===== src/rtl/tsel_pkg.sv =====
package tsel_pkg;
    typedef enum logic [1:0] {
        ST_IDLE  = 2'd0,
        ST_CHECK = 2'd1,
        ST_WAIT  = 2'd2
    } tsel_state_e;
endpackage


===== src/rtl/tsel_tick.sv =====
module tsel_tick #(
    parameter int DIV = 10000
) (
    input  logic clk,
    input  logic rst_n,
    input  logic run,
    output logic tick
);
    localparam int CNT_W = $clog2(DIV + 1);

    logic [CNT_W-1:0] cnt_d, cnt_q;

    // Fires on the first running cycle, then every DIV cycles.
    assign tick = run && (cnt_q == '0);

    always_comb begin
        cnt_d = '0;
        if (run)
            cnt_d = (cnt_q == CNT_W'(DIV - 1)) ? '0 : cnt_q + 1'b1;
    end

    always_ff @(posedge clk or negedge rst_n) begin
        if (!rst_n) cnt_q <= '0;
        else        cnt_q <= cnt_d;
    end
endmodule


===== src/rtl/tsel_id_encode.sv =====
module tsel_id_encode #(
    parameter int ID_W    = 3,
    parameter int INIT_ID = 7
) (
    input  logic [ID_W-1:0]      id,
    output logic [(1<<ID_W)-1:0] code
);
    localparam int DW = 1 << ID_W;

    for (genvar i = 0; i < DW; i++) begin : g_bit
        assign code[i] = (id == ID_W'(i)) || (i == INIT_ID);
    end
endmodule


===== src/rtl/tgt_select_ctrl.sv =====
module tgt_select_ctrl
    import tsel_pkg::*;
#(
    parameter int ID_W         = 3,
    parameter int TICK_DIV     = 10000,
    parameter int MAX_POLLS    = 2500,
    parameter int BUSY_SAMPLES = 3,
    parameter int INIT_ID      = (1 << ID_W) - 1
) (
    input  logic                 clk,
    input  logic                 rst_n,
    input  logic                 start,
    input  logic [ID_W-1:0]      target_id,
    input  logic                 clear_sel,
    input  logic                 bsy_in,
    input  logic                 sel_in,
    output logic [(1<<ID_W)-1:0] data_out,
    output logic                 data_oe,
    output logic                 sel_out,
    output logic                 done,
    output logic                 ok,
    output logic                 selected
);
    localparam int DW     = 1 << ID_W;
    localparam int SMP_W  = $clog2(BUSY_SAMPLES + 1);
    localparam int POLL_W = $clog2(MAX_POLLS + 1);

    typedef struct packed {
        tsel_state_e       state;
        logic [ID_W-1:0]   id;
        logic [SMP_W-1:0]  smp;
        logic [POLL_W-1:0] polls;
        logic [DW-1:0]     data;
        logic              oe;
        logic              sel;
        logic              done;
        logic              ok;
        logic              selected;
    } regs_t;

    regs_t q, d;
    logic  poll_tick;
    logic [DW-1:0] id_code;

    tsel_tick #(.DIV(TICK_DIV)) u_tick (
        .clk   (clk),
        .rst_n (rst_n),
        .run   (q.state == ST_WAIT),
        .tick  (poll_tick)
    );

    tsel_id_encode #(.ID_W(ID_W), .INIT_ID(INIT_ID)) u_enc (
        .id   (q.id),
        .code (id_code)
    );

    always_comb begin
        d      = q;
        d.done = 1'b0;
        d.ok   = 1'b0;
        unique case (q.state)
            ST_IDLE: begin
                if (start) begin
                    if (q.selected) begin
                        d.done = 1'b1;
                        d.ok   = 1'b1;
                    end else begin
                        d.state = ST_CHECK;
                        d.id    = target_id;
                        d.smp   = '0;
                    end
                end
            end
            ST_CHECK: begin
                if (bsy_in || sel_in) begin
                    if (q.smp == SMP_W'(BUSY_SAMPLES - 1)) begin
                        d.state = ST_IDLE;
                        d.done  = 1'b1;
                    end else begin
                        d.smp = q.smp + 1'b1;
                    end
                end else begin
                    d.state = ST_WAIT;
                    d.polls = '0;
                    d.data  = id_code;
                    d.oe    = 1'b1;
                    d.sel   = 1'b1;
                end
            end
            ST_WAIT: begin
                if (poll_tick) begin
                    if (bsy_in || q.polls == POLL_W'(MAX_POLLS - 1)) begin
                        d.state    = ST_IDLE;
                        d.oe       = 1'b0;
                        d.sel      = 1'b0;
                        d.data     = '0;
                        d.done     = 1'b1;
                        d.ok       = bsy_in;
                        d.selected = bsy_in;
                    end else begin
                        d.polls = q.polls + 1'b1;
                    end
                end
            end
            default: d.state = ST_IDLE;
        endcase
        if (clear_sel)
            d.selected = 1'b0;
    end

    always_ff @(posedge clk or negedge rst_n) begin
        if (!rst_n) begin
            q <= '{state: ST_IDLE, id: '0, smp: '0, polls: '0, data: '0,
                   oe: 1'b0, sel: 1'b0, done: 1'b0, ok: 1'b0, selected: 1'b0};
        end else begin
            q <= d;
        end
    end

    assign data_out = q.data;
    assign data_oe  = q.oe;
    assign sel_out  = q.sel;
    assign done     = q.done;
    assign ok       = q.ok;
    assign selected = q.selected;
endmodule


===== config.mk =====
export PLATFORM = sky130hd
export DESIGN_NAME = tgt_select_ctrl
export DESIGN_NICKNAME = d
export VERILOG_FILES = /design/src/rtl/tsel_pkg.sv /design/src/rtl/tsel_tick.sv /design/src/rtl/tsel_id_encode.sv /design/src/rtl/tgt_select_ctrl.sv
export SDC_FILE = /design/constraint.sdc
export NUM_CORES = 1
export LEC_CHECK = 0
export ABC_AREA = 1
export BUFFER_PORTS_ARGS = -buffer_cell sky130_fd_sc_hd__buf_2
export CAP_MARGIN = 0
export CORE_MARGIN = 5
export CORE_UTILIZATION = 35
export CTS_BUF_LIST = sky130_fd_sc_hd__clkbuf_8 sky130_fd_sc_hd__clkbuf_16
export DETAILED_ROUTE_END_ITERATION = 7
export SLEW_MARGIN = 30
export SYNTH_ARGS = -nofsm -noshare
export SYNTH_HDL_FRONTEND = slang
export SYNTH_SLANG_ARGS = --single-unit

===== constraint.sdc =====
create_clock -name clk -period 1.91 [get_ports clk]
set_input_delay 0.382 -clock clk [delete_from_list [all_inputs] [get_ports clk]]
set_output_delay 0.382 -clock clk [all_outputs]
set_load 0.005 [all_outputs]

* After elaboration in Yosys (flattened, before gate mapping) *
Index checks and enable logic that the tools add are counted.

word-level totals
  bits in registers = 46

operators by class
  bitwise operators = 1
  eq/ne operators = 20
  reduce and logical (&&, ||, !) cells = 17
  add/subtract/negate cells = 3
  mux-type cells = 25

operators by type and width
  operator                                       number
  one-hot mux 22 bit (2 select lines)            1
  two-way mux 14 bit                             2
  two-way mux 25 bit                             1
  two-way mux 22 bit                             1
  two-way mux 2 bit                              8
  inequality test 2 bit, second input constant   8
  adder 14 x 1 -> 14 bit, second input constant  1
  == test 14 bit, second input constant          1
  zero test 14 bit                               1
  two-way mux 7 bit                              2
  two-way mux 13 bit                             1
  adder 12 x 1 -> 12 bit, second input constant  1
  == test 12 bit, second input constant          1
  two-way mux 12 bit                             1
  AND reduction 5 bit                            2
  nonzero test 2 bit                             5
  == test 3 bit, second input constant           3
  AND reduction 4 bit                            2
  == test 3 x 2 -> 1 bit, second input constant  2
  one-hot mux 2 bit (3 select lines)             1
  AND reduction 3 bit                            2
  == test 2 bit, second input constant           2
  two-way mux 1 bit                              4
  one-hot mux 2 bit (2 select lines)             1
  11 further kinds                               12

* Logic depth before layout (Yosys ltp) *
Gate-level depths: netlist of run 1.

  depth in word-level cells = 6
  mapped depth = 10

* Cells and area by module *
A second synthesis of run 1 with hierarchy kept.

unflattened totals
  cells, all modules = 352
  area, all modules = 2646.3 µm²

modules (own cells, without submodules)
  module           area each (µm²)  cells each  sequential area each (µm²)  instances
  tgt_select_ctrl  1756.7           222         775.7                       1
  tsel_tick        825.8            114         350.3                       1
  tsel_id_encode   63.8             16          0.0                         1

* Worst setup path after synthesis of run 1 *
Ideal clock, no wire load.

  path kind = reg2reg
  start = reg q[13] in the netlist's numbering
  end = reg q[23] in the netlist's numbering
  clock period less this slack = 1504 ps
  path buffers = 1
  cell stages (with the launch flop) = 11
  slack = 406 ps
  setup time = 117 ps
  data arrival time = 1386 ps
  cells stage by stage = dfrtp_1 > ha_1 > nand2_1 > nor2_1 > nand3_1 > nand3_2 > nand2_2 > nand2_2 > buf_6 > nand2_1 > nand2_1

on the way
  cells in the longest elaborated chain, start to end = 4
  elaborated cells between the ends (all ways) = 8
  classes of those cells = 1 x add/sub; 2 x eq/ne; 3 x mux; 2 x reduce/logical

RTL lines
  what                                                                        RTL line                                       RTL
  from (decl)                                                                 tgt_select_ctrl.sv:41                          regs_t q, d;
  from (signal assigned)                                                      tgt_select_ctrl.sv:113                         q <= '{state: ST_IDLE, id: '0, smp: '0, polls: '0, data: '0,
  adder 12 x 1 -> 12 bit or == test 12 bit (tied branches)                    tgt_select_ctrl.sv:101, tgt_select_ctrl.sv:92
  two-way mux 12 bit or logical OR 1 bit (tied branches)                      tgt_select_ctrl.sv:92                          if (bsy_in || q.polls == POLL_W'(MAX_POLLS - 1)) begin
  two-way mux 25 bit or inequality test 2 bit (tied branches)                 -
  one-hot mux 22 bit (2 select lines) or AND reduction 4 bit (tied branches)  -

Several ways; a longest one is shown, not always the timed one. The select of a mux whose other input is x is not followed.
A chain may end at the register's enable or synchronous reset.

* Final worst setup path of run 1 *
  start = reg q[13] in the netlist's numbering
  end = reg q, in the netlist data_out[1]

on the way
  cells in the longest elaborated chain, start to end = 4

RTL lines
  what                             RTL line
  == test 12 bit                   tgt_select_ctrl.sv:92
  logical OR 1 bit                 tgt_select_ctrl.sv:92
  inequality test 2 bit (no line)  -
  AND reduction 4 bit (no line)    -

No other way between the ends.

==> results of run 1 <==
==> sequential cells by signal (all words and copies together), names as in the netlist <==
name and cells:
q 19, u_tick.cnt_q 14, data_out 8, done 1, ok 1, selected 1
==> cell type report <==
class	count	area, sq um
clock buffer	7	96.34
timing repair buffer	26	142.6
inverter	39	146.4
multi-input combinational	262	1235
tap	99	123.9
fill	790	4369
sequential	44	1101
==> power by group through the flow <==
stage | combinational, W | sequential, W | clock [W]
final | 0.000923 | 0.00123 | 0.000634
after detailed placement | 0.000937 | 0.00125 | 0
after CTS | 0.000939 | 0.00123 | 0.000664
after floorplan | 0.000787 | 0.00123 | 0
after global routing | 0.00107 | 0.00126 | 0.000706
after global placement | 0.000938 | 0.00125 | 0
==> through the flow <==
stage	worst slack, ps	utilization, %	total power (W)	cell area [sq um]
floorplan	406.3	-	0.002016	2587
finish	310.3	39.44	0.002791	2845
detailed placement	335.1	38.10	0.002187	2749
global route	132.5	39.44	0.003035	2845
global placement	372.1	38.10	0.002184	2749
CTS	325.2	39.44	0.002836	2845
==> final timing paths <==
kind                                    from              end  slack, ps
worst max-delay path                   q[13]      data_out[1]        310
worst min-delay path                   rst_n  u_tick.cnt_q[6]         50
worst max register to register         q[13]      data_out[1]        310
worst min register to register         q[25]            q[25]        480
max in group asynchronous              rst_n            q[31]       1590
min in group clk                target_id[1]            q[28]        290
==> critical path: stages (launching register included) <==
cell and delay, ps:
sky130_fd_sc_hd__dfrtp_1 460, sky130_fd_sc_hd__ha_1 240, sky130_fd_sc_hd__nand2_1 70, sky130_fd_sc_hd__nor2_1 40
sky130_fd_sc_hd__nand3_1 150, sky130_fd_sc_hd__nand2_1 90, sky130_fd_sc_hd__nand2_2 210, sky130_fd_sc_hd__nand2_4 100
sky130_fd_sc_hd__nand2_1 90, sky130_fd_sc_hd__nand2_1 50
==> cells in the final DEF (no fill, tap or decap), types with 5 or more instances in the layout <==
cell type	n
sky130_fd_sc_hd__nand3_1	34
sky130_fd_sc_hd__nor2_2	5
sky130_fd_sc_hd__nor3_1	7
sky130_fd_sc_hd__nor2_1	56
sky130_fd_sc_hd__inv_1	38
sky130_fd_sc_hd__nand2_1	116
sky130_fd_sc_hd__nand4_1	5
sky130_fd_sc_hd__o21ai_0	8
sky130_fd_sc_hd__buf_4	5
sky130_fd_sc_hd__buf_2	21
sky130_fd_sc_hd__clkbuf_8	7
sky130_fd_sc_hd__dfrtp_1	44
==> layer usage <==
metal / GRT usage, % / wire (um) / vias up
met5: 0 / 0 / -
met4: 5.213 / 65 / 0
met3: 2.737 / 118 / 4
met2: 19.21 / 2383 / 15
met1: 18.20 / 2882 / 991
li1: - / - / 1147
==> logic make-up (layout without fill, tap and decap cells) <==
group	after synthesis	in the layout
AOI/OAI and AO/OA	16	16
buffers and inverters	52	72
xor gates and xnor gates	6	6
adders and majority gates	4	4
DFF	44	44
and+or+nand+nor	236	236
==> reports/qor.csv, run 1 <==
metric,value,unit
outcome,finished clean,
register area share after synthesis,42.55,%
portion of netlist area occupied by mux cells,0,%
I/O pins,22,
clock slew at reported path FFs,80,ps
maximum clock path buffer count,2,
number of max-slew violations in the final report,0,
Critical Path Fanout Max,10,
sum of net half-perimeters after detailed placement,3.997,mm
global placer's final weighted congestion,0.8361,
area of the core region,0.007214,sq mm
chip height,95.98,um
pin count of the biggest net entering global routing,25,
filler-free cell count of the finished design,477,
clock power share,22.7,%
antenna violations before repair,0,
cell chosen for the clock root,sky130_fd_sc_hd__clkbuf_8,
Via-to-Cell Ratio,4.522,
category of the worst setup path capture point,flop,
global router's overall resource usage,12.92,%
vias in the first global route,2021,
Synth area leaders,"sky130_fd_sc_hd__dfrtp_1, sky130_fd_sc_hd__nand2_1, sky130_fd_sc_hd__nor2_1",
cell accounting for the most synthesized area,sky130_fd_sc_hd__dfrtp_1,
P_sw,0.001048,W
CTS tree,built,
endpoints failing setup,0,
Setup Total Neg Slack,0,ps
total DRC errors in the routed layout,0,
PostCTS Resize Cnt,0,
Syn Nets,371,
data required time at the worst endpoint,2100,ps
Max Clk Rate,625.1,MHz
area added between synthesis and finish,9.961,%
setup repair after global routing missed its margin,false,
first-pass GRT wire length,9.266,mm
register share of total power,44.2,%
count of state elements after synthesis,44,
ratio of total power to cell area,980.9,mW/mm^2
First-pass DRT Iterations,4,
count of nets left with antenna violations after detail routing,0,
share of post-route cells with drive strength above 1,13.49,%
cell with the most instances after synthesis,sky130_fd_sc_hd__nand2_1,
Yosys warning count,0,
diode count,0,
Detailed Route Iter0 Violations,91,
leakage dissipation,1.398,nW
fraction of power spent switching nets,37.56,%
"post-synthesis share of cell area spent on and, or, nand and nor gates",40.09,%
CP arrival,1790,ps
TritonCTS sink count,44,
relative max-transition margin,77.10,%
Worst Reg2Reg Path Length in Cells,9,
number of vias in the routed layout,2157,
Worst Setup Path Type,reg -> reg,
Horiz. Die Dim,95.98,um
synth cell count leaders,"sky130_fd_sc_hd__nand2_1, sky130_fd_sc_hd__nor2_1, sky130_fd_sc_hd__dfrtp_1",
Comb pwr share,33.1,%
Cells after Synth,358,
Worst Setup Start Kind,flop,
VDD IR max,0.6744,mV
dpl cells,470,
Tightest Pin Transition,342.2,ps
number of port buffers,21,
number of setup buffers added after CTS,0,
Fin. Hold Viols,0,
CTS buffer count,5,
clock insertion delay at the later pin of the skew report,300,ps
minimum hold slack,54.85,ps
Die ar.,0.009212,sq mm
netlist area before placement,0.002587,sq mm
Mapped Avg Cell Area,7.228,sq um
clk_skew,5.475,ps
number of enable-type register cells in the synthesized netlist,0,
wire per inst,11.42,um
combinational family with the most area after synthesis,simple AND/OR/NAND/NOR gates,
Synth Area in Compound Gates,3.675,%
post-route minimum period,1600,ps
total of max-cap violations,0,
global-route congestion overflow total,0,
num rows,31,
xor and xnor fraction of the mapped netlist area,2.031,%
area share of the largest cell type after synthesis,42.55,%
hold_buf cts,0,
cell internal power dissipation,0.001743,W
Tightest Hold Check Type,in -> async,
Nets,391,
fraction of the cycle the final worst path needs,83.75,%
DRT Wirelength,5.449,mm
post-synth cell types,28,
most used flip-flop cell after synthesis,sky130_fd_sc_hd__dfrtp_1,
htree depth,2,
Starting Density,35.87,%
"post-synthesis share of cell area spent on full adders, half adders and majority gates",1.934,%
Async SR Flop Fraction,100.0,%
Note: power is estimated with default switching activity, not from simulation.
==> run 2, diff against run 1 <==
==> constraint.sdc (replaced) <==
create_clock -name clk -period 1.45 [get_ports clk]
set_input_delay 0.29 -clock clk [delete_from_list [all_inputs] [get_ports clk]]
set_output_delay 0.29 -clock clk [all_outputs]
set_load 0.005 [all_outputs]
==> run 2 against run 1 <==
  * The run now ends with negative setup slack left
  * Worst hold slack gained 130 ps
  * Maximum frequency is 0.74% higher
  * Register-to-register slack got worse by 450 ps
  * Clock power is 62% higher
  * Sequential share of layout area decreased by 7.0 points
  * Critical path depth unchanged
  * Via count increased by 11%
  * Critical path type unchanged
  * Largest power group is now combinational cells
  * Highest routed layer unchanged
==> reports/qor.csv, run 2 (same netlist as run 1, synthesis figures left out) <==
metric,value,unit,change
number of vias in the routed layout,2389,,"was 2,157"
total DRC errors in the routed layout,0,,unchanged
Tightest Hold Check Type,in -> reg,,was in -> async
launch point of the worst path,u_tick.cnt_q[0],,was q[13]
Final WS setup,-138.0,ps,was 310.3 ps
failing checks,negative setup slack,,
Die ar.,0.009212,sq mm,unchanged
Detailed Route Iter0 Violations,77,,was 91
antenna violations before repair,0,,unchanged
Setup Total Neg Slack,-1674,ps,was 0 ps
I/O pins,22,,unchanged
area added between synthesis and finish,34.04,%,was 9.961%
"reg-to-reg slack, setup",-140,ps,was 310 ps
Via-to-Cell Ratio,4.550,,was 4.522
clock insertion delay at the later pin of the skew report,310,ps,was 300 ps
minimum hold slack,186.8,ps,was 54.85 ps
Starting Density,35.87,%,unchanged
Worst Setup Start Kind,flop,,unchanged
global-route congestion overflow total,0,,unchanged
Worst Setup Path Type,reg -> reg,,unchanged
first-pass GRT wire length,10.32,mm,was 9.266 mm
endpoints failing setup,24,,was 0
wire per inst,12.15,um,was 11.42 um
Tightest Pin Transition,324.7,ps,was 342.2 ps
pin count of the biggest net entering global routing,45,,was 25
leakage dissipation,1.739,nW,was 1.398 nW
post-route minimum period,1588,ps,was 1600 ps
largest register by flop count,q,,unchanged
Nets,438,,was 391
category of the worst setup path capture point,flop,,unchanged
most common library cell in the layout ignoring fill and taps,sky130_fd_sc_hd__nand2_1,,unchanged
cell chosen for the clock root,sky130_fd_sc_hd__clkbuf_8,,unchanged
global placer's final weighted congestion,0.8169,,was 0.8361
max FFs per register,19,,unchanged
VDD IR max,0.8015,mV,was 0.6744 mV
"Max stage delay cell, worst path",sky130_fd_sc_hd__dfrtp_1,,unchanged
clock slew at reported path FFs,100,ps,was 80 ps
CTS tree,built,,unchanged
maximum clock path buffer count,2,,unchanged
diode count,0,,unchanged
count of nets left with antenna violations after detail routing,0,,unchanged
Critical Path Fanout Max,4,,was 10
Horiz. Die Dim,95.98,um,unchanged
startpoint of the most critical hold path,target_id[1],,
clk_skew,9.436,ps,was 5.475 ps
number of port buffers,21,,unchanged
fillers,718,,was 790
First-pass DRT Iterations,4,,unchanged
share of post-route cells with drive strength above 1,32.39,%,was 13.49%
htree depth,2,,unchanged
Critical Path Max Stage Delay,390,ps,was 460 ps
area of the core region,0.007214,sq mm,unchanged
reg-to-reg startpoint,u_tick.cnt_q[0],,was q[13]
cells along the critical path,"buf_6, ha_4, nand2_4, nor2_4, nand4_1, nor2_4, nand2_1, nor2_1, nor2_1",,"was ha_1, nand2_1, nor2_1, nand3_1, nand2_1, nand2_2, nand2_4, nand2_1, nand2_1"
DRT Wirelength,6.378,mm,was 5.449 mm
number of max-slew violations in the final report,0,,unchanged
final core area utilization,48.07,%,was 39.44%
vias in the first global route,2257,,"was 2,021"
CTS buffer count,5,,unchanged
Fin. Hold Viols,0,,unchanged
total of max-cap violations,0,,unchanged
"top library cells by usage in the layout, fill and taps aside","sky130_fd_sc_hd__nand2_1, sky130_fd_sc_hd__nor2_1, sky130_fd_sc_hd__dfrtp_1",,unchanged
chip height,95.98,um,unchanged
CP arrival,1800,ps,was 1790 ps
num rows,31,,unchanged
relative max-transition margin,78.33,%,was 77.10%
Max Clk Rate,629.7,MHz,was 625.1 MHz
Top delay family on crit path,simple AND/OR/NAND/NOR gates,,unchanged
fraction of the cycle the final worst path needs,109.5,%,was 83.75%
TritonCTS sink count,44,,unchanged
outcome,"complete, but fails checks",,was finished clean
global router's overall resource usage,14.05,%,was 12.92%
sum of net half-perimeters after detailed placement,4.089,mm,was 3.997 mm
ratio of total power to cell area,1269,mW/mm^2,was 980.9 mW/mm^2
setup repair after global routing missed its margin,true,,was false
data required time at the worst endpoint,1660,ps,was 2100 ps
Buffers & Inverters on Critical Path,1,,was 0
==> run 2: cell count changes in the layout (fill, tap and decap cells not counted), moves of 4 or more <==
cell,before,now
sky130_fd_sc_hd__nor2_4,2,7
sky130_fd_sc_hd__inv_2,1,5
sky130_fd_sc_hd__o21ai_0,8,4
sky130_fd_sc_hd__nand2_4,1,7
sky130_fd_sc_hd__nor2_1,56,49
sky130_fd_sc_hd__inv_1,38,33
sky130_fd_sc_hd__o21ai_1,2,6
sky130_fd_sc_hd__buf_6,0,6
sky130_fd_sc_hd__buf_4,5,40
sky130_fd_sc_hd__nand2_1,116,95
sky130_fd_sc_hd__nand2_2,4,20
==> run 2: final timing paths <==
kind,end,cells after the start
max,u_tick.cnt_q[10],9
min in group asynchronous,u_tick.cnt_q[11],3
min,q[28],3
max reg2reg,u_tick.cnt_q[10],9
max in group asynchronous,q[31],3
min reg2reg,q[25],1
==> run 2: worst min-delay path: cells and delay by family <==
kind,cells,cell delay [ps]
buffers and inverters,1,70
AO/OA/AOI/OAI,1,60
AND/OR/NAND/NOR,1,40
==> run 2: timing repair <==
action,4_1_cts,5_1_grt
setup endpoints to repair,27,38
gates cloned,2,2
gates resized for setup,8,60
hold buffers,1,0
endpoints found under the hold margin,44,0
pin swaps,1,25
buffers inserted,0,13
==> run 2: layout make-up <==
cell class	instances	area, sq um	share of cell area (%)
Multi-Input combinational cell	265	1449	41.77
Sequential cell	44	1101	31.75
Timing Repair Buffer	70	523.0	15.08
Inverter	39	150.1	4.329
Tap cell	99	123.9	3.571
Clock buffer	6	82.58	2.381
Clock inverter	2	38.79	1.118
==> run 2: per-stage QoR <==
stage,setup slack (ps),std cells,cell area [sq um],total power [W]
CTS,-50.61,511,3179,0.004137
detailed placement,-45.36,500,3012,0.003039
finish,-138.0,525,3468,0.004402
floorplan,20.53,358,2600,0.002666
global route,-222.3,525,3468,0.004701
global placement,-49.07,500,3012,0.003014
==> run 2: per-layer routing <==
metal	wire [um]	vias up	GRT usage (%)
met5	0	-	0
met4	36	0	2.133
met3	258	5	3.831
met2	3089	30	22.54
met1	2993	1108	19.30
li1	-	1246	-
==> run 2: power breakdown <==
| part | switching, W | leakage (nW) | internal (W) |
|---|---|---|---|
| clock network | 0.000467 | 0.0614 | 0.000564 |
| registers | 0.000153 | 0.597 | 0.00145 |
| logic | 0.00108 | 1.08 | 0.000688 |
| total | 0.00170 | 1.74 | 0.00270 |
==> run 3, diff against run 2 <==
--- a/config.mk
+++ b/config.mk
@@ -8,6 +8,7 @@
 export ABC_AREA = 1
 export BUFFER_PORTS_ARGS = -buffer_cell sky130_fd_sc_hd__buf_2
 export CAP_MARGIN = 0
+export CORE_ASPECT_RATIO = 1.1
 export CORE_MARGIN = 5
 export CORE_UTILIZATION = 35
 export CTS_BUF_LIST = sky130_fd_sc_hd__clkbuf_8 sky130_fd_sc_hd__clkbuf_16
==> run 3 against run 2 <==
  * Worst setup slack better by 26 ps
  * Total power down 0.27%
  * First-iteration DRC count grew 55%
  * Core utilization decreased by 0.37 points
  * The run still ends with negative setup slack left
  * Largest power group unchanged
  * Combinational power is essentially flat
  * Final area is 2.0% lower
  * Cell count decreased by 2.7%
  * Critical endpoint is now q[22]
  * Global-route usage down 0.32 points
==> reports/qor.csv, run 3 (same netlist as run 1, synthesis figures left out) <==
metric,value,unit,change
Detailed Route Iter0 Violations,119,,was 77
ratio of total power to cell area,1291,mW/mm^2,was 1269 mW/mm^2
CTS buffer count,5,,unchanged
chip height,100.2,um,was 95.98 um
num rows,32,,was 31
power consumption,0.004390,W,was 0.004402 W
clk_skew,11.06,ps,was 9.436 ps
total of max-cap violations,0,,unchanged
Via-to-Cell Ratio,4.736,,was 4.550
number of port buffers,21,,unchanged
Max Clk Rate,640.1,MHz,was 629.7 MHz
met3 Usage GRT,3.223,%,was 3.831%
Tightest Hold Check Type,in -> reg,,unchanged
sum of net half-perimeters after detailed placement,4.276,mm,was 4.089 mm
count of nets left with antenna violations after detail routing,0,,unchanged
category of the worst setup path capture point,flop,,unchanged
diode count,0,,unchanged
dpl ws,-48.76,ps,was -45.36 ps
cell chosen for the clock root,sky130_fd_sc_hd__clkbuf_8,,unchanged
register cell area after layout,0.001101,sq mm,unchanged
number of vias in the routed layout,2420,,"was 2,389"
Worst Setup Start Kind,flop,,unchanged
First-pass DRT Iterations,4,,unchanged
wire per inst,12.38,um,was 12.15 um
clock insertion delay at the later pin of the skew report,300,ps,was 310 ps
Nets,438,,unchanged
relative max-transition margin,79.02,%,was 78.33%
VDD IR max,0.6771,mV,was 0.8015 mV
Top delay family on crit path,simple AND/OR/NAND/NOR gates,,unchanged
"top library cells by usage in the layout, fill and taps aside","sky130_fd_sc_hd__nand2_1, sky130_fd_sc_hd__nor2_1, sky130_fd_sc_hd__buf_4",,"was sky130_fd_sc_hd__nand2_1, sky130_fd_sc_hd__nor2_1, sky130_fd_sc_hd__dfrtp_1"
"Max stage delay cell, worst path",sky130_fd_sc_hd__dfrtp_1,,unchanged
Worst Setup Path Type,reg -> reg,,unchanged
failing checks,negative setup slack,,unchanged
largest register by flop count,q,,unchanged
outcome,"complete, but fails checks",,unchanged
global placer's final weighted congestion,0.8309,,was 0.8169
data required time at the worst endpoint,1700,ps,was 1660 ps
Critical Path Fanout Max,6,,was 4
DRT Wirelength,6.326,mm,was 6.378 mm
Buffers & Inverters on Critical Path,1,,unchanged
global-route congestion overflow total,0,,unchanged
met2 usage in global routing,23.88,%,was 22.54%
cells along the critical path,"nor2_2, nand2_2, nor2_2, nand2_2, a21oi_4, clkbuf_16, nand3_1, nand2_1",,"was buf_6, ha_4, nand2_4, nor2_4, nand4_1, nor2_4, nand2_1, nor2_1, nor2_1"
first-pass GRT wire length,10.36,mm,was 10.32 mm
clock slew at reported path FFs,90,ps,was 100 ps
number of max-slew violations in the final report,0,,unchanged
pin count of the biggest net entering global routing,45,,unchanged
fraction of the cycle the final worst path needs,107.7,%,was 109.5%
Die ar.,0.009215,sq mm,was 0.009212 sq mm
setup repair after global routing missed its margin,true,,unchanged
max FFs per register,19,,unchanged
Setup Total Neg Slack,-1639,ps,was -1674 ps
minimum hold slack,186.9,ps,was 186.8 ps
CTS tree,built,,unchanged
fillers,700,,was 718
Horiz. Die Dim,91.98,um,was 95.98 um
Starting Density,36.31,%,was 35.87%
endpoints failing setup,22,,was 24
area of the core region,0.007127,sq mm,was 0.007214 sq mm
area of the multi-input gates,0.001400,sq mm,was 0.001449 sq mm
Tightest Pin Transition,314.0,ps,was 324.7 ps
vias in the first global route,2333,,"was 2,257"
most common library cell in the layout ignoring fill and taps,sky130_fd_sc_hd__nand2_1,,unchanged
I/O pins,22,,unchanged
post-route minimum period,1562,ps,was 1588 ps
global router's overall resource usage,13.73,%,was 14.05%
CP arrival,1810,ps,was 1800 ps
share of post-route cells with drive strength above 1,30.52,%,was 32.39%
TritonCTS sink count,44,,unchanged
leakage dissipation,1.707,nW,was 1.739 nW
htree depth,2,,unchanged
most used routing layer,met2,,unchanged
maximum clock path buffer count,2,,unchanged
antenna violations before repair,0,,unchanged
Final WS setup,-112.4,ps,was -138.0 ps
Fin. Hold Viols,0,,unchanged
Critical Path Max Stage Delay,400,ps,was 390 ps
total DRC errors in the routed layout,0,,unchanged
met1 Use GR,17.34,%,was 19.30%
area added between synthesis and finish,31.38,%,was 34.04%
[run 3: cell types whose count changed in the layout (fill, tap and decap cells not counted), sizes merged]
cell      previous run  this run
inv                 38        39
nor2                65        64
clkbuf               6         7
clkinvlp             1         0
[run 3: power by group]
part / switching [W] / total [W] / internal, W
clock network: 0.000448 / 0.00101 / 0.000564
registers: 0.000155 / 0.00161 / 0.00145
logic: 0.00107 / 0.00177 / 0.000700
[run 3: final cells by class]
class                      count  share of cell area [%]
multi-input combinational    264                   41.19
sequential                    44                   32.39
timing repair buffer          71                   15.42
inverter                      39                   4.306
tap                           85                   3.128
clock buffer                   6                   2.429
clock inverter                 2                   1.141
[run 3: metrics by stage]
stage / std cells / area [sq um] / util [%]
floorplan: 358 / 2600 / -
global placement: 491 / 3019 / 42.36
detailed placement: 491 / 3019 / 42.36
CTS: 502 / 3178 / 44.59
global route: 511 / 3400 / 47.70
finish: 511 / 3400 / 47.70
[run 3: final timing paths]
kind                                  from         endpoint  slack (ps)  cells after the start
setup / recovery           u_tick.cnt_q[6]            q[22]        -110                      8
hold / removal                target_id[0]            q[27]         190                      3
setup reg to reg           u_tick.cnt_q[6]            q[22]        -110                      8
hold reg to reg                      q[25]            q[25]         480                      1
max in group asynchronous            rst_n  u_tick.cnt_q[6]         730                      3
min in group asynchronous            rst_n  u_tick.cnt_q[5]         490                      3
[run 3: repair_timing]
| action | in CTS | in global routing |
|---|---|---|
| endpoints found under the hold margin | 44 | 0 |
| hold buffers | 1 | 0 |
| setup endpoints to repair | 27 | 37 |
| gates cloned | 1 | 2 |
| resized for setup | 5 | 43 |
| pin swaps | 2 | 17 |
| setup buffers | 1 | 7 |
[run 3: layer usage]
metal	vias up	routed length (um)
met1	1128	2914
met2	31	3153
li1	1256	-
met4	0	56
met5	-	0
met3	5	201
[run 3: worst min-delay path, stage by stage]
cell,delay [ps]
sky130_fd_sc_hd__buf_2,70
sky130_fd_sc_hd__nand2_1,40
sky130_fd_sc_hd__o21ai_0,50
